--- src/rtl/unpack_pkg.sv ---
package unpack_pkg;

    localparam int VEC_W  = 128;
    localparam int WORD_W = 32;
    localparam int STASH_W = VEC_W + WORD_W;
    localparam int LVL_W  = $clog2(STASH_W + 1);

    typedef struct packed {
        logic [1:0] vn;
        logic [1:0] vl;
        logic       uns;
        logic       rbit;
        logic [9:0] imm;
        logic [7:0] num;
        logic [7:0] cl;
        logic [7:0] wl;
        logic [9:0] tops;
    } ucmd_t;

    // bits drawn from the stream for one non-fill vector
    function automatic logic [LVL_W-1:0] vec_bits(logic [1:0] vn, logic [1:0] vl);
        logic [LVL_W-1:0] cnt;
        cnt = LVL_W'(vn) + LVL_W'(1);
        case (vl)
            2'd0:    return cnt << 5;
            2'd1:    return cnt << 4;
            2'd2:    return cnt << 3;
            default: return LVL_W'(16);
        endcase
    endfunction

    function automatic logic [VEC_W-1:0] expand_vec(logic [VEC_W-1:0] raw, logic [1:0] vn,
                                                    logic [1:0] vl, logic uns);
        logic [VEC_W-1:0] v;
        logic [31:0] el;
        logic [15:0] h;
        logic [7:0]  b;
        logic [4:0]  c;
        v = '0;
        if (vl == 2'd3) begin
            for (int i = 0; i < 3; i++) begin
                c = raw[i*5 +: 5];
                v[i*32 +: 32] = uns ? {27'd0, c} : {{27{c[4]}}, c};
            end
            v[96 +: 32] = {31'd0, raw[15]};
        end else begin
            for (int i = 0; i < 4; i++) begin
                case (vl)
                    2'd0: el = raw[i*32 +: 32];
                    2'd1: begin
                        h  = raw[i*16 +: 16];
                        el = uns ? {16'd0, h} : {{16{h[15]}}, h};
                    end
                    default: begin
                        b  = raw[i*8 +: 8];
                        el = uns ? {24'd0, b} : {{24{b[7]}}, b};
                    end
                endcase
                if (i > int'(vn)) el = '0;
                v[i*32 +: 32] = el;
            end
        end
        return v;
    endfunction

endpackage

--- src/rtl/unpack_bitbuf.sv ---
module unpack_bitbuf
    import unpack_pkg::*;
(
    input  logic               clk,
    input  logic               rst,
    input  logic               clear,
    input  logic               push,
    input  logic [WORD_W-1:0]  push_word,
    input  logic               pop,
    input  logic [LVL_W-1:0]   pop_bits,
    output logic [VEC_W-1:0]   head,
    output logic [LVL_W-1:0]   level
);
    logic [STASH_W-1:0] stash_q, stash_n;
    logic [LVL_W-1:0]   lvl_q, lvl_n;

    always_comb begin
        stash_n = stash_q;
        lvl_n   = lvl_q;
        if (pop) begin
            stash_n = stash_n >> pop_bits;
            lvl_n   = lvl_n - pop_bits;
        end
        if (push) begin
            stash_n = stash_n | ({{(STASH_W-WORD_W){1'b0}}, push_word} << lvl_n);
            lvl_n   = lvl_n + LVL_W'(WORD_W);
        end
    end

    always_ff @(posedge clk) begin
        if (rst || clear) begin
            stash_q <= '0;
            lvl_q   <= '0;
        end else begin
            stash_q <= stash_n;
            lvl_q   <= lvl_n;
        end
    end

    assign head  = stash_q[VEC_W-1:0];
    assign level = lvl_q;

    // gathering stops before the stash can overflow
    a_r4_level_cap: assert property (@(posedge clk) disable iff (rst)
        lvl_q <= LVL_W'(STASH_W));

endmodule

--- src/rtl/unpack_addr_gen.sv ---
module unpack_addr_gen
    import unpack_pkg::*;
#(
    parameter int AW = 8
) (
    input  logic          clk,
    input  logic          rst,
    input  logic          load,
    input  logic          adv,
    input  ucmd_t         cmd,
    output logic [AW-1:0] addr,
    output logic          fill,
    output logic          last
);
    logic [7:0]    k_q;
    logic [7:0]    col_q;
    logic [AW-1:0] base_q;
    logic [8:0]    wl_eff;
    logic          interleave;
    logic          shortcut;
    logic [AW-1:0] off;

    always_comb begin
        wl_eff     = (cmd.wl == 8'd0) ? 9'd256 : {1'b0, cmd.wl};
        interleave = (cmd.cl >= cmd.wl);
        shortcut   = (cmd.num == 8'd0) && (cmd.cl == 8'd0) && (cmd.wl == 8'd0);
        fill       = shortcut || (!interleave && (col_q >= cmd.cl));
        last       = (k_q == cmd.num - 8'd1);
        off        = interleave ? (base_q + AW'(col_q)) : AW'(k_q);
        addr       = AW'(cmd.imm) + off + (cmd.rbit ? AW'(cmd.tops) : AW'(0));
    end

    always_ff @(posedge clk) begin
        if (rst || load) begin
            k_q    <= '0;
            col_q  <= '0;
            base_q <= '0;
        end else if (adv) begin
            k_q <= k_q + 8'd1;
            if ({1'b0, col_q} + 9'd1 == wl_eff) begin
                col_q  <= '0;
                base_q <= base_q + AW'(cmd.cl);
            end else begin
                col_q <= col_q + 8'd1;
            end
        end
    end

    // the position inside a write block never reaches the write length
    a_r5_col_in_block: assert property (@(posedge clk) disable iff (rst)
        {1'b0, col_q} < wl_eff);

endmodule

--- src/rtl/unpack_engine.sv ---
module unpack_engine
    import unpack_pkg::*;
#(
    parameter  int MEM_QW = 256,
    localparam int AW     = $clog2(MEM_QW)
) (
    input  logic              clk,
    input  logic              rst,
    input  logic              start,
    input  logic [1:0]        cmd_vn,
    input  logic [1:0]        cmd_vl,
    input  logic              cmd_unsigned,
    input  logic              cmd_rbit,
    input  logic [9:0]        cmd_imm,
    input  logic [7:0]        cmd_num,
    input  logic [7:0]        cyc_cl,
    input  logic [7:0]        cyc_wl,
    input  logic [9:0]        tops,
    input  logic [31:0]       in_data,
    input  logic              in_valid,
    output logic              in_ready,
    output logic              wr_en,
    output logic [AW-1:0]     wr_addr,
    output logic [VEC_W-1:0]  wr_data,
    output logic              done
);
    ucmd_t            cmd_q;
    logic             run_q;
    logic             done_q;
    logic             launch;
    logic [LVL_W-1:0] need;
    logic [LVL_W-1:0] level;
    logic [VEC_W-1:0] head;
    logic             have;
    logic             fill;
    logic             last;
    logic             take;

    assign launch = start && !run_q;
    assign need   = vec_bits(cmd_q.vn, cmd_q.vl);
    assign have   = (level >= need);

    assign wr_en    = run_q && (fill || have);
    assign in_ready = run_q && !fill && !have;
    assign take     = in_ready && in_valid;
    assign wr_data  = fill ? '0 : expand_vec(head, cmd_q.vn, cmd_q.vl, cmd_q.uns);
    assign done     = done_q;

    unpack_bitbuf u_bitbuf (
        .clk       (clk),
        .rst       (rst),
        .clear     (launch),
        .push      (take),
        .push_word (in_data),
        .pop       (run_q && !fill && have),
        .pop_bits  (need),
        .head      (head),
        .level     (level)
    );

    unpack_addr_gen #(.AW(AW)) u_addr (
        .clk  (clk),
        .rst  (rst),
        .load (launch),
        .adv  (wr_en),
        .cmd  (cmd_q),
        .addr (wr_addr),
        .fill (fill),
        .last (last)
    );

    always_ff @(posedge clk) begin
        if (rst) begin
            cmd_q  <= '0;
            run_q  <= 1'b0;
            done_q <= 1'b0;
        end else begin
            done_q <= wr_en && last;
            if (launch) begin
                cmd_q <= '{vn: cmd_vn, vl: cmd_vl, uns: cmd_unsigned, rbit: cmd_rbit,
                           imm: cmd_imm, num: cmd_num, cl: cyc_cl, wl: cyc_wl, tops: tops};
                run_q <= 1'b1;
            end else if (wr_en && last) begin
                run_q <= 1'b0;
            end
        end
    end

    // completion only directly after a write
    a_r10_done_after_write: assert property (@(posedge clk) disable iff (rst)
        done |-> $past(wr_en));

    // completion is a single-cycle pulse
    a_r10_done_single: assert property (@(posedge clk) disable iff (rst)
        done |=> !done);

    // short vectors carry a zero top lane
    a_r3_upper_zero: assert property (@(posedge clk) disable iff (rst)
        (wr_en && cmd_q.vl != 2'd3 && cmd_q.vn != 2'd3) |-> (wr_data[127:96] == 32'd0));

    initial a_r8_pow2_mem: assert ((1 << AW) == MEM_QW);

endmodule

--- config.mk ---
export PLATFORM = sky130hd
export DESIGN_NAME = unpack_engine
export DESIGN_NICKNAME = d
export VERILOG_FILES = /design/src/rtl/unpack_pkg.sv /design/src/rtl/unpack_bitbuf.sv /design/src/rtl/unpack_addr_gen.sv /design/src/rtl/unpack_engine.sv
export SDC_FILE = /design/constraint.sdc
export NUM_CORES = 1
export LEC_CHECK = 0
export ABC_AREA = 0
export ABC_CLOCK_PERIOD_IN_PS = 5300
export BUFFER_PORTS_ARGS = -buffer_cell sky130_fd_sc_hd__buf_4
export CAP_MARGIN = 15
export CORE_ASPECT_RATIO = 0.7
export CORE_MARGIN = 2
export CORE_UTILIZATION = 35
export CTS_BUF_LIST = sky130_fd_sc_hd__clkbuf_8 sky130_fd_sc_hd__clkbuf_16
export DETAILED_ROUTE_END_ITERATION = 7
export PLACE_DENSITY_LB_ADDON = 0.05
export SYNTH_ARGS = -nofsm -noshare
export SYNTH_HDL_FRONTEND = slang
export SYNTH_SLANG_ARGS = --single-unit
--- constraint.sdc ---
create_clock -name clk -period 5.3 [get_ports clk]
set_input_delay 1.06 -clock clk [delete_from_list [all_inputs] [get_ports clk]]
set_output_delay 1.06 -clock clk [all_outputs]
set_load 0.05 [all_outputs]
Word level (Yosys, flattened, before mapping)

Cells that the tools add are included.

Bits in registers: 240
Bits of input ports: 86
Output and inout bits: 139
Word-level logic and storage cells: 95

Add/subtract/negate cells: 11
Order comparisons: 6
Equality and inequality tests: 5
Shift-type cells: 2
Muxes and demuxes: 31
Bitwise logic cells: 1
Reduce and logical (&&, ||, !) cells: 23

Operators by type and width:

| cell                | count |
|---|---|
| $mux 32             | 14 |
| $mux 160            | 2 |
| $mux 128            | 2 |
| $pmux 32 s2         | 4 |
| $or 160x160->160    | 1 |
| $shl 32x8->160      | 1 |
| $shr 160x8->160     | 1 |
| $mux 8              | 5 |
| $add 8x8->8         | 4 |
| $ge 8x8->1          | 3 |
| $logic_not 8->1     | 3 |
| $pmux 8 s3          | 1 |
| $add 8x1->8 const B | 2 |
| $logic_and 1x1->1   | 10 |
| $add 8x1->9 const B | 1 |
| $eq 9x9->1          | 1 |
| $mux 9              | 1 |
| $add 8x6->8 const B | 1 |
| $eq 8x8->1          | 1 |
| $sub 8x1->8 const B | 1 |
| $sub 8x8->8         | 1 |
| $eq 2x2->1 const B  | 2 |
| $gt 2x2->1 const A  | 2 |
| $logic_not 1->1     | 4 |
| other kinds (8)     | 11 |

Depth between registers and ports, before layout

Gate-level depths: netlist of run 1.

Depth after elaboration: 11
Gate-level depth with buffers: 22
Mapped depth without buffers: 18

Modules after synthesis

A second synthesis of run 1 with hierarchy kept.

Cells, all modules: 4062
Area total of the unflattened synthesis: 32104.5 sq um

Modules (own cells, without submodules):

| module          | instances | cells each | area an instance (sq um) | seq. area each (sq um) |
|---|---|---|---|---|
| unpack_bitbuf   | 1         | 2952       | 24349.6                  | 3363.2 |
| unpack_engine   | 1         | 708        | 4581.9                   | 1041.0 |
| unpack_addr_gen | 1         | 402        | 3173.0                   | 480.5 |

Worst setup path after synthesis of run 1

No wires, ideal clock.

Path type: register to output
From: reg cmd_q[16] (netlist name)
To: out wr_addr[7]
Data arrival time: 4426 ps
Data required time: 4240 ps
Path slack: -186 ps
Cell stages (with the launch flop): 16
Buffers on the path: 0
Path through: dfxtp_1 > inv_1 > ha_1 > nand4_1 > o311ai_2 > mux2_2 > fa_1 > ha_1 > fa_1 > a21oi_1 > nor2_1 > nor2_1 > o21bai_1 > a21oi_1 > xnor2_1 > xnor2_1

Cells in the longest elaborated chain, start to end: 4

Ends and longest elaborated chain:

| what                      | RTL line              | text |
|---|---|---|
| from (decl)               | unpack_engine.sv:27   | `ucmd_t cmd_q;` |
| from (signal assigned)    | unpack_engine.sv:80   | `cmd_q <= '{vn: cmd_vn, vl: cmd_vl, uns: cmd_unsigned, rbit: cmd_rbit,` |
| $ge 8x8->1                | unpack_addr_gen.sv:25 | `interleave = (cmd.cl >= cmd.wl);` |
| $mux 8                    | unpack_addr_gen.sv:29 | `off = interleave ? (base_q + AW'(col_q)) : AW'(k_q);` |
| $add 8x8->8 (2 in series) | unpack_addr_gen.sv:30 | `addr = AW'(cmd.imm) + off + (cmd.rbit ? AW'(cmd.tops) : AW'(0));` |
| to (decl)                 | unpack_engine.sv:23   | `output logic [AW-1:0] wr_addr,` |

Every way passes these cells.

Worst setup path after layout of run 1

From: reg cmd_q[18] (netlist name)
To: out wr_addr[7]

The elaborated chain is that of the path after synthesis.

==> results of run 1 <==
-- final cells by class --
cell class,count,area (µm²)
diodes,1,2.50
clock buffers,39,886
clock inverters,13,135
fillers,6385,35700
inverters,56,218
multi-input cells,2279,16100
flip-flops and latches,237,4760
well taps,819,1020
repair buffers,353,2760
-- sequential cells by signal, indices dropped and copies added, names as in the netlist --
signal	flops
cmd_q	46
u_bitbuf.level	5
u_addr.col_q	8
u_bitbuf.stash_q	160
done	1
run_q	1
u_addr.k_q	8
u_addr.base_q	8
-- where the power goes --
part	switching, mW	internal (mW)
combinational	2.05	0.936
sequential	0.205	1.87
clock	0.932	1.30
total	3.19	4.10
-- worst max-delay path by stage --
stage / startpoint / to / cells past startpoint
finish: cmd_q[18]$_SDFFE_PP0P_ / wr_addr[7] / 18
global route: cmd_q[18]$_SDFFE_PP0P_ / wr_addr[7] / 18
CTS: cmd_q[18]$_SDFFE_PP0P_ / wr_addr[7] / 18
detailed placement: cmd_q[18]$_SDFFE_PP0P_ / wr_addr[7] / 18
global placement: cmd_q[12]$_SDFFE_PP0P_ / wr_addr[7] / 18
floorplan: cmd_q[16]$_SDFFE_PP0P_ / wr_addr[7] / 15
-- cell families (layout without fill, tap and decap cells) --
family / Yosys count / count (layout) / synth area share (%)
other cells: 0 / 1 / 0
buf+inv: 309 / 461 / 5.80
flops: 237 / 237 / 21.7
compound gates: 940 / 940 / 28.9
fa+ha+maj: 59 / 59 / 3.75
xor+xnor: 53 / 53 / 2.12
simple gates: 848 / 848 / 18.7
mux: 379 / 379 / 19.0
-- Yosys cell counts, types with 12 or more instances --
master	n
and3_1	12
mux2_2	45
nor4_1	14
buf_1	33
a311oi_1	25
xnor2_1	35
nand3_1	66
a22oi_1	54
nand4_1	18
a211oi_1	73
o211ai_1	62
a221oi_1	24
o31ai_1	15
mux2i_1	309
buf_2	58
o21ai_0	115
dfxtp_1	237
o221ai_1	22
nand2b_1	56
o21bai_1	12
mux4_2	24
and2_1	20
a21oi_1	282
o22ai_1	72
nor3_1	51
xor2_1	18
nand2_1	327
clkbuf_1	156
nor2_1	167
a21o_1	12
a2bb2oi_1	25
o211a_1	13
nor2b_1	64
a32o_1	12
a32oi_1	38
and4_1	17
ha_1	48
inv_1	48
-- stage by stage --
| stage | cell area (µm²) | power, mW | util (%) |
|---|---|---|---|
| 6_report | 25900 | 7.30 | 42.0 |
| 5_1_grt | 25900 | 7.49 | 42.0 |
| 4_1_cts | 25800 | 7.16 | 41.8 |
| 3_5_place_dp | 24700 | 4.93 | 40.0 |
| 3_3_place_gp | 24700 | 4.92 | 40.0 |
| 2_1_floorplan | 21900 | 3.81 | - |
-- layer usage --
metal  vias up  share of wire [%]  global-route usage (%)
met2      1605                 37                    45.5
li1      10900                  -                       -
met4         0                2.4                    7.95
met5         -                  0                       0
met3       147                 15                    13.6
met1     12100                 46                    54.6
-- what timing repair did --
| action | 4_1_cts | 5_1_grt |
|---|---|---|
| resized for setup | 19 | 17 |
| buffers inserted | 2 | 3 |
| gates cloned | 0 | 0 |
| hold buffers | 0 | 0 |
| endpoints found under the setup margin | 3 | 11 |
| pin swaps | 15 | 15 |
-- worst max-delay path, delay by kind of cell, from the launching register on --
kind                       cells  cell delay [ps]
AOI/OAI and AO/OA              5              840
and+or+nand+nor                3              270
adders and majority gates      4             1290
buffers and inverters          3              390
muxes                          1              380
DFF                            1              330
xor gates and xnor gates       2              290
==> results.sh, run 1 <==
export IMPL_insertion_delay_ps=620
export IMPL_synthCells=2825
export IMPL_via_per_inst=6.51
export IMPL_wl_mm=118
export IMPL_cts_max_level=1
export IMPL_synthDistinctLibCells=88
export IMPL_yosysTopAreaCell="dfxtp_1"
export IMPL_ys_warn_count=0
export IMPL_hold_depth=2
export IMPL_cts_made_buffers=30
export IMPL_syn_num_nets=2970
export IMPL_nNetsFinal=3102
export IMPL_period_share_pct=103
export IMPL_cp_arrival_ps=4400
export IMPL_cpPeakStageDelay_ps=470
export IMPL_slew_headroom_pct=24.4
export IMPL_reg2reg_slack_ps=310
export IMPL_drc=0
export IMPL_final_common_cell="buf_4"
export IMPL_fin_skew_ps=22.7
export IMPL_start_kind="register"
export IMPL_hold_start="cmd_q[2]$_SDFFE_PP0P_"
export IMPL_drive_gt1_share_pct=18.5
export IMPL_slowest_stage="fa_1"
export IMPL_place_congestion=0.960
export IMPL_setup_ws_ps=-162
export IMPL_path_cells="inv_2 -> ha_4 -> nand2b_4 -> a31oi_1 -> buf_4 -> o311ai_4 -> mux2_4 -> fa_1 -> ha_2 -> fa_2 -> a21oi_2 -> nor2_1 -> nor2_1 -> o21bai_1 -> a21oi_2 -> xnor2_2 -> xnor2_2 -> buf_6"
export IMPL_synth_top_area_share_pct=21.7
export IMPL_grt_pass1_vias=22600
export IMPL_die_w_um=303
export IMPL_grt_first_pass_wirelength_mm=168
export IMPL_start_util_pct=35.5
export IMPL_synth_enable_flop_cells=0
export IMPL_layout_common_cells="342 x buf_4, 326 x nand2_1, 307 x mux2i_1"
export IMPL_overflow=0
export IMPL_r2r_end="u_bitbuf.stash_q[43]$_SDFF_PP0_"
export IMPL_peakVddDrop_uv=288
export IMPL_hold_path_class="reg2reg"
export IMPL_ys_ff_latch=237
export IMPL_async_reset_ff_share_pct=0
export IMPL_crit_path_max_fanout=2
export IMPL_synthFlopType="dfxtp_1"
export IMPL_ant_nets=0
export IMPL_crit_required_ps=4240
export IMPL_hold_slack_ps=453
export IMPL_root_buffer="clkbuf_16"
export IMPL_min_period_ps=5460
export IMPL_vias=24700
export IMPL_holdPathEnd="cmd_q[2]$_SDFFE_PP0P_"
export IMPL_dieHeight_um=213
export IMPL_max_freq_ghz=0.183
export IMPL_synth_area_um2=21900
export IMPL_max_cap_viol_count=0
export IMPL_clock_sinks=237
export IMPL_p_per_area_nw_per_um2=282
export IMPL_clkTransAtPathRegs_ps=60
export IMPL_setup_tns_ps=-162
export IMPL_std_cell_rows=76
export IMPL_syn2layout_area_growth_pct=18.3
export IMPL_coreArea_um2=61600
export IMPL_synth_area_top_cells="dfxtp_1 22%, mux2i_1 14%, a21oi_1 6.5%"
export IMPL_hold_violations=0
export IMPL_worst_pin_slew_ps=1130
export IMPL_dr_pass1_iters=6
export IMPL_grt_max_degree=145
export IMPL_routedWlPerCell_um=31.2
export IMPL_port_buffers=220
export IMPL_pre_cts_ws_ps=158
export IMPL_outcome="finished, violations left"
export IMPL_instances_no_fill=3797
export IMPL_dieArea_um2=64600
export IMPL_finalSetupViolations=1
export IMPL_reg2reg_depth=18
export IMPL_slew_violations=0
export IMPL_rr_startpoint="cmd_q[48]$_SDFFE_PP0P_"
export IMPL_hpwlAfterDp_mm=88.0
export IMPL_violations="negative setup slack"
export IMPL_yosysSeqAreaShare_pct=21.7
export IMPL_place_inst=3739
export IMPL_cts_tree="built"
export IMPL_grt_setup_unrepaired="yes"
export IMPL_p_leak_nw=9.56
export IMPL_end_kind="output pin"
export IMPL_drt_initial_drc_count=3466
export IMPL_synth_avg_cell_area_um2=7.74
export IMPL_grt_total_usage_pct=35.7
export IMPL_worstSetupPathType="reg2out"
export IMPL_antenna_found_initial=7
export IMPL_cts_path_max_buffers=3
export IMPL_io_pins=225
Note: power is estimated with default switching activity, not from simulation.
==> run 2: changes to the inputs <==
- CTS_BUF_LIST: sky130_fd_sc_hd__clkbuf_8 sky130_fd_sc_hd__clkbuf_16 -> sky130_fd_sc_hd__clkbuf_4 sky130_fd_sc_hd__clkbuf_8
==> run 2 against run 1 <==
The flow still finishes with violations (negative setup slack). Sequential share of layout area about the same. Fmax decreased by 0.78%. Wire length rose by 0.47%. Cell count grew 1.0%. Non-clock buffer count rose by 1. Critical path depth unchanged. Register-to-register slack barely moved. Global-route usage is 0.28 points higher. Utilization is 0.12 points higher. Power decreased by 0.72%. Count of clock-buffer cells in the layout increased by 41. Highest routed layer is now met5.
==> results.sh, run 2 (synthesis results as in run 1) <==
export IMPL_outcome="finished, violations left"
export IMPL_violations="negative setup slack"
export IMPL_worstSetupPathType="reg2out"
export IMPL_antenna_found_initial=9
export IMPL_pwr_share_seq_pct=28.6
export IMPL_cts_path_max_buffers=3
export IMPL_cp_arrival_ps=4450
export IMPL_dr_pass1_iters=6
export IMPL_drc=0
export IMPL_reg2reg_depth=18
export IMPL_max_cap_viol_count=0
export IMPL_grt_first_pass_wirelength_mm=168
export IMPL_wl_mm=119
export IMPL_p_leak_nw=9.59
export IMPL_drive_gt1_share_pct=19.9
export IMPL_cts_made_buffers=49
export IMPL_slew_violations=0
export IMPL_worst_pin_slew_ps=1200
export IMPL_vias=24800
export IMPL_start_kind="register"
export IMPL_crit_required_ps=4240
export IMPL_period_share_pct=104
export IMPL_die_w_um=303
export IMPL_slew_headroom_pct=20.0
export IMPL_setup_tns_ps=-205
export IMPL_fin_skew_ps=55.7
export IMPL_grt_total_usage_pct=35.9
export IMPL_power_switching_mw=3.25
export IMPL_max_freq_ghz=0.182
export IMPL_root_buffer="clkbuf_8"
export IMPL_largest_register_ffs=160
export IMPL_syn2layout_area_growth_pct=18.7
export IMPL_drt_initial_drc_count=3519
export IMPL_cts_tree="built"
export IMPL_combPwrFrac_pct=41.4
export IMPL_peakVddDrop_uv=185
export IMPL_clkPwrFrac_pct=30.0
export IMPL_port_buffers=220
export IMPL_rr_startpoint="cmd_q[48]$_SDFFE_PP0P_"
export IMPL_overflow=0
export IMPL_std_cell_rows=76
export IMPL_routedWlPerCell_um=31.0
export IMPL_nNetsFinal=3122
export IMPL_setup_ws_ps=-205
export IMPL_pre_cts_ws_ps=158
export IMPL_coreArea_um2=61600
export IMPL_end_kind="output pin"
export IMPL_largest_register="u_bitbuf.stash_q"
export IMPL_cp_endpoint="wr_addr[7]"
export IMPL_finalSetupViolations=1
export IMPL_dieHeight_um=213
export IMPL_min_period_ps=5510
export IMPL_dieArea_um2=64600
export IMPL_insertion_delay_ps=690
export IMPL_hold_violations=0
export IMPL_cts_hold_buf=0
export IMPL_p_per_area_nw_per_um2=279
export IMPL_start_util_pct=35.5
export IMPL_wl_met2_mm=43.2
export IMPL_wl_met3_mm=17.5
export IMPL_wl_met1_mm=55.1
export IMPL_place_inst=3739
export IMPL_r2r_end="u_bitbuf.stash_q[107]$_SDFF_PP0_"
export IMPL_layout_common_cells="343 x buf_4, 326 x nand2_1, 307 x mux2i_1"
export IMPL_clkTransAtPathRegs_ps=50
export IMPL_netSwitchingFraction_pct=44.9
export IMPL_intPower_mw=3.99
export IMPL_hpwlAfterDp_mm=88.0
export IMPL_grt_setup_unrepaired="yes"
export IMPL_crit_path_max_fanout=2
export IMPL_highest_layer="met5"
export IMPL_final_common_cell="buf_4"
export IMPL_clock_sinks=237
export IMPL_fin_util_pct=42.1
export IMPL_hold_path_class="reg2reg"
export IMPL_ant_nets=0
export IMPL_via_per_inst=6.47
export IMPL_reg2reg_slack_ps=310
export IMPL_place_congestion=0.960
export IMPL_crit_path_start="cmd_q[18]$_SDFFE_PP0P_"
export IMPL_instances_no_fill=3836
export IMPL_io_pins=225
export IMPL_grt_max_degree=145
export IMPL_reg_top3="u_bitbuf.stash_q x160, cmd_q x46"
export IMPL_cts_max_level=2
export IMPL_grt_pass1_vias=22600
==> run 2: routing by layer <==
metal	track usage (%)	up-vias
met5	0	-
met4	9.12	2
met3	14.8	180
met2	45.3	1616
met1	54.3	12100
li1	-	11000
==> run 2: what timing repair did <==
action / 4_1_cts / 5_1_grt
resized for setup: 20 / 24
setup buffers: 2 / 4
setup endpoints to repair: 4 / 16
gates cloned: 0 / 0
pin swaps: 17 / 15
endpoints found under the hold margin: 0 / 0
==> run 2: stage by stage <==
step | area, µm² | hold slack (ps) | total power, mW
finish | 26000 | 454 | 7.24
global route | 26000 | 478 | 7.47
CTS | 25800 | 454 | 7.10
detailed placement | 24700 | 447 | 4.93
global placement | 24700 | 441 | 4.92
floorplan | 21900 | 432 | 3.81
==> run 2: power groups by stage <==
stage | Combinational, mW | Sequential, mW | Clock [mW]
after floorplan | 1.83 | 1.97 | 0
after global placement | 2.83 | 2.09 | 0
after detailed placement | 2.84 | 2.09 | 0
after CTS | 2.87 | 2.05 | 2.19
after global routing | 3.13 | 2.07 | 2.27
final | 3.00 | 2.07 | 2.17
==> run 2: critical path, stage by stage, from the launching register on <==
cell and delay [ps]:
dfxtp_2 330, inv_2 40, ha_4 240, nand2b_4 100, a31oi_1 70, buf_4 160
o311ai_4 360, mux2_4 380, fa_1 470, ha_2 200, fa_2 370, a21oi_2 120
nor2_1 50, nor2_1 120, o21bai_1 100, a21oi_2 200, xnor2_2 150, xnor2_2 130
buf_6 180
==> run 2: how the worst min path moves through the flow <==
| stage | slack [ps] | startpoint | endpoint | cells past startpoint |
|---|---|---|---|---|
| 6_report | 450 | cmd_q[38]$_SDFFE_PP0P_ | cmd_q[38]$_SDFFE_PP0P_ | 2 |
| 2_1_floorplan | 430 | cmd_q[1]$_SDFFE_PP0P_ | cmd_q[1]$_SDFFE_PP0P_ | 2 |
| 3_5_place_dp | 450 | cmd_q[5]$_SDFFE_PP0P_ | cmd_q[5]$_SDFFE_PP0P_ | 2 |
| 3_3_place_gp | 440 | cmd_q[2]$_SDFFE_PP0P_ | cmd_q[2]$_SDFFE_PP0P_ | 2 |
| 5_1_grt | 480 | cmd_q[38]$_SDFFE_PP0P_ | cmd_q[38]$_SDFFE_PP0P_ | 2 |
| 4_1_cts | 450 | cmd_q[2]$_SDFFE_PP0P_ | cmd_q[2]$_SDFFE_PP0P_ | 2 |
==> run 2: cell type report <==
| class | count | area (µm²) |
|---|---|---|
| Antenna cell | 3 | 7.51 |
| Fill cell | 6419 | 35700 |
| Inverter | 56 | 220 |
| Clock inverter | 8 | 51.3 |
| Multi-Input combinational cell | 2279 | 16100 |
| Tap cell | 819 | 1020 |
| Sequential cell | 237 | 4760 |
| Clock buffer | 80 | 995 |
| Timing Repair Buffer | 354 | 2770 |
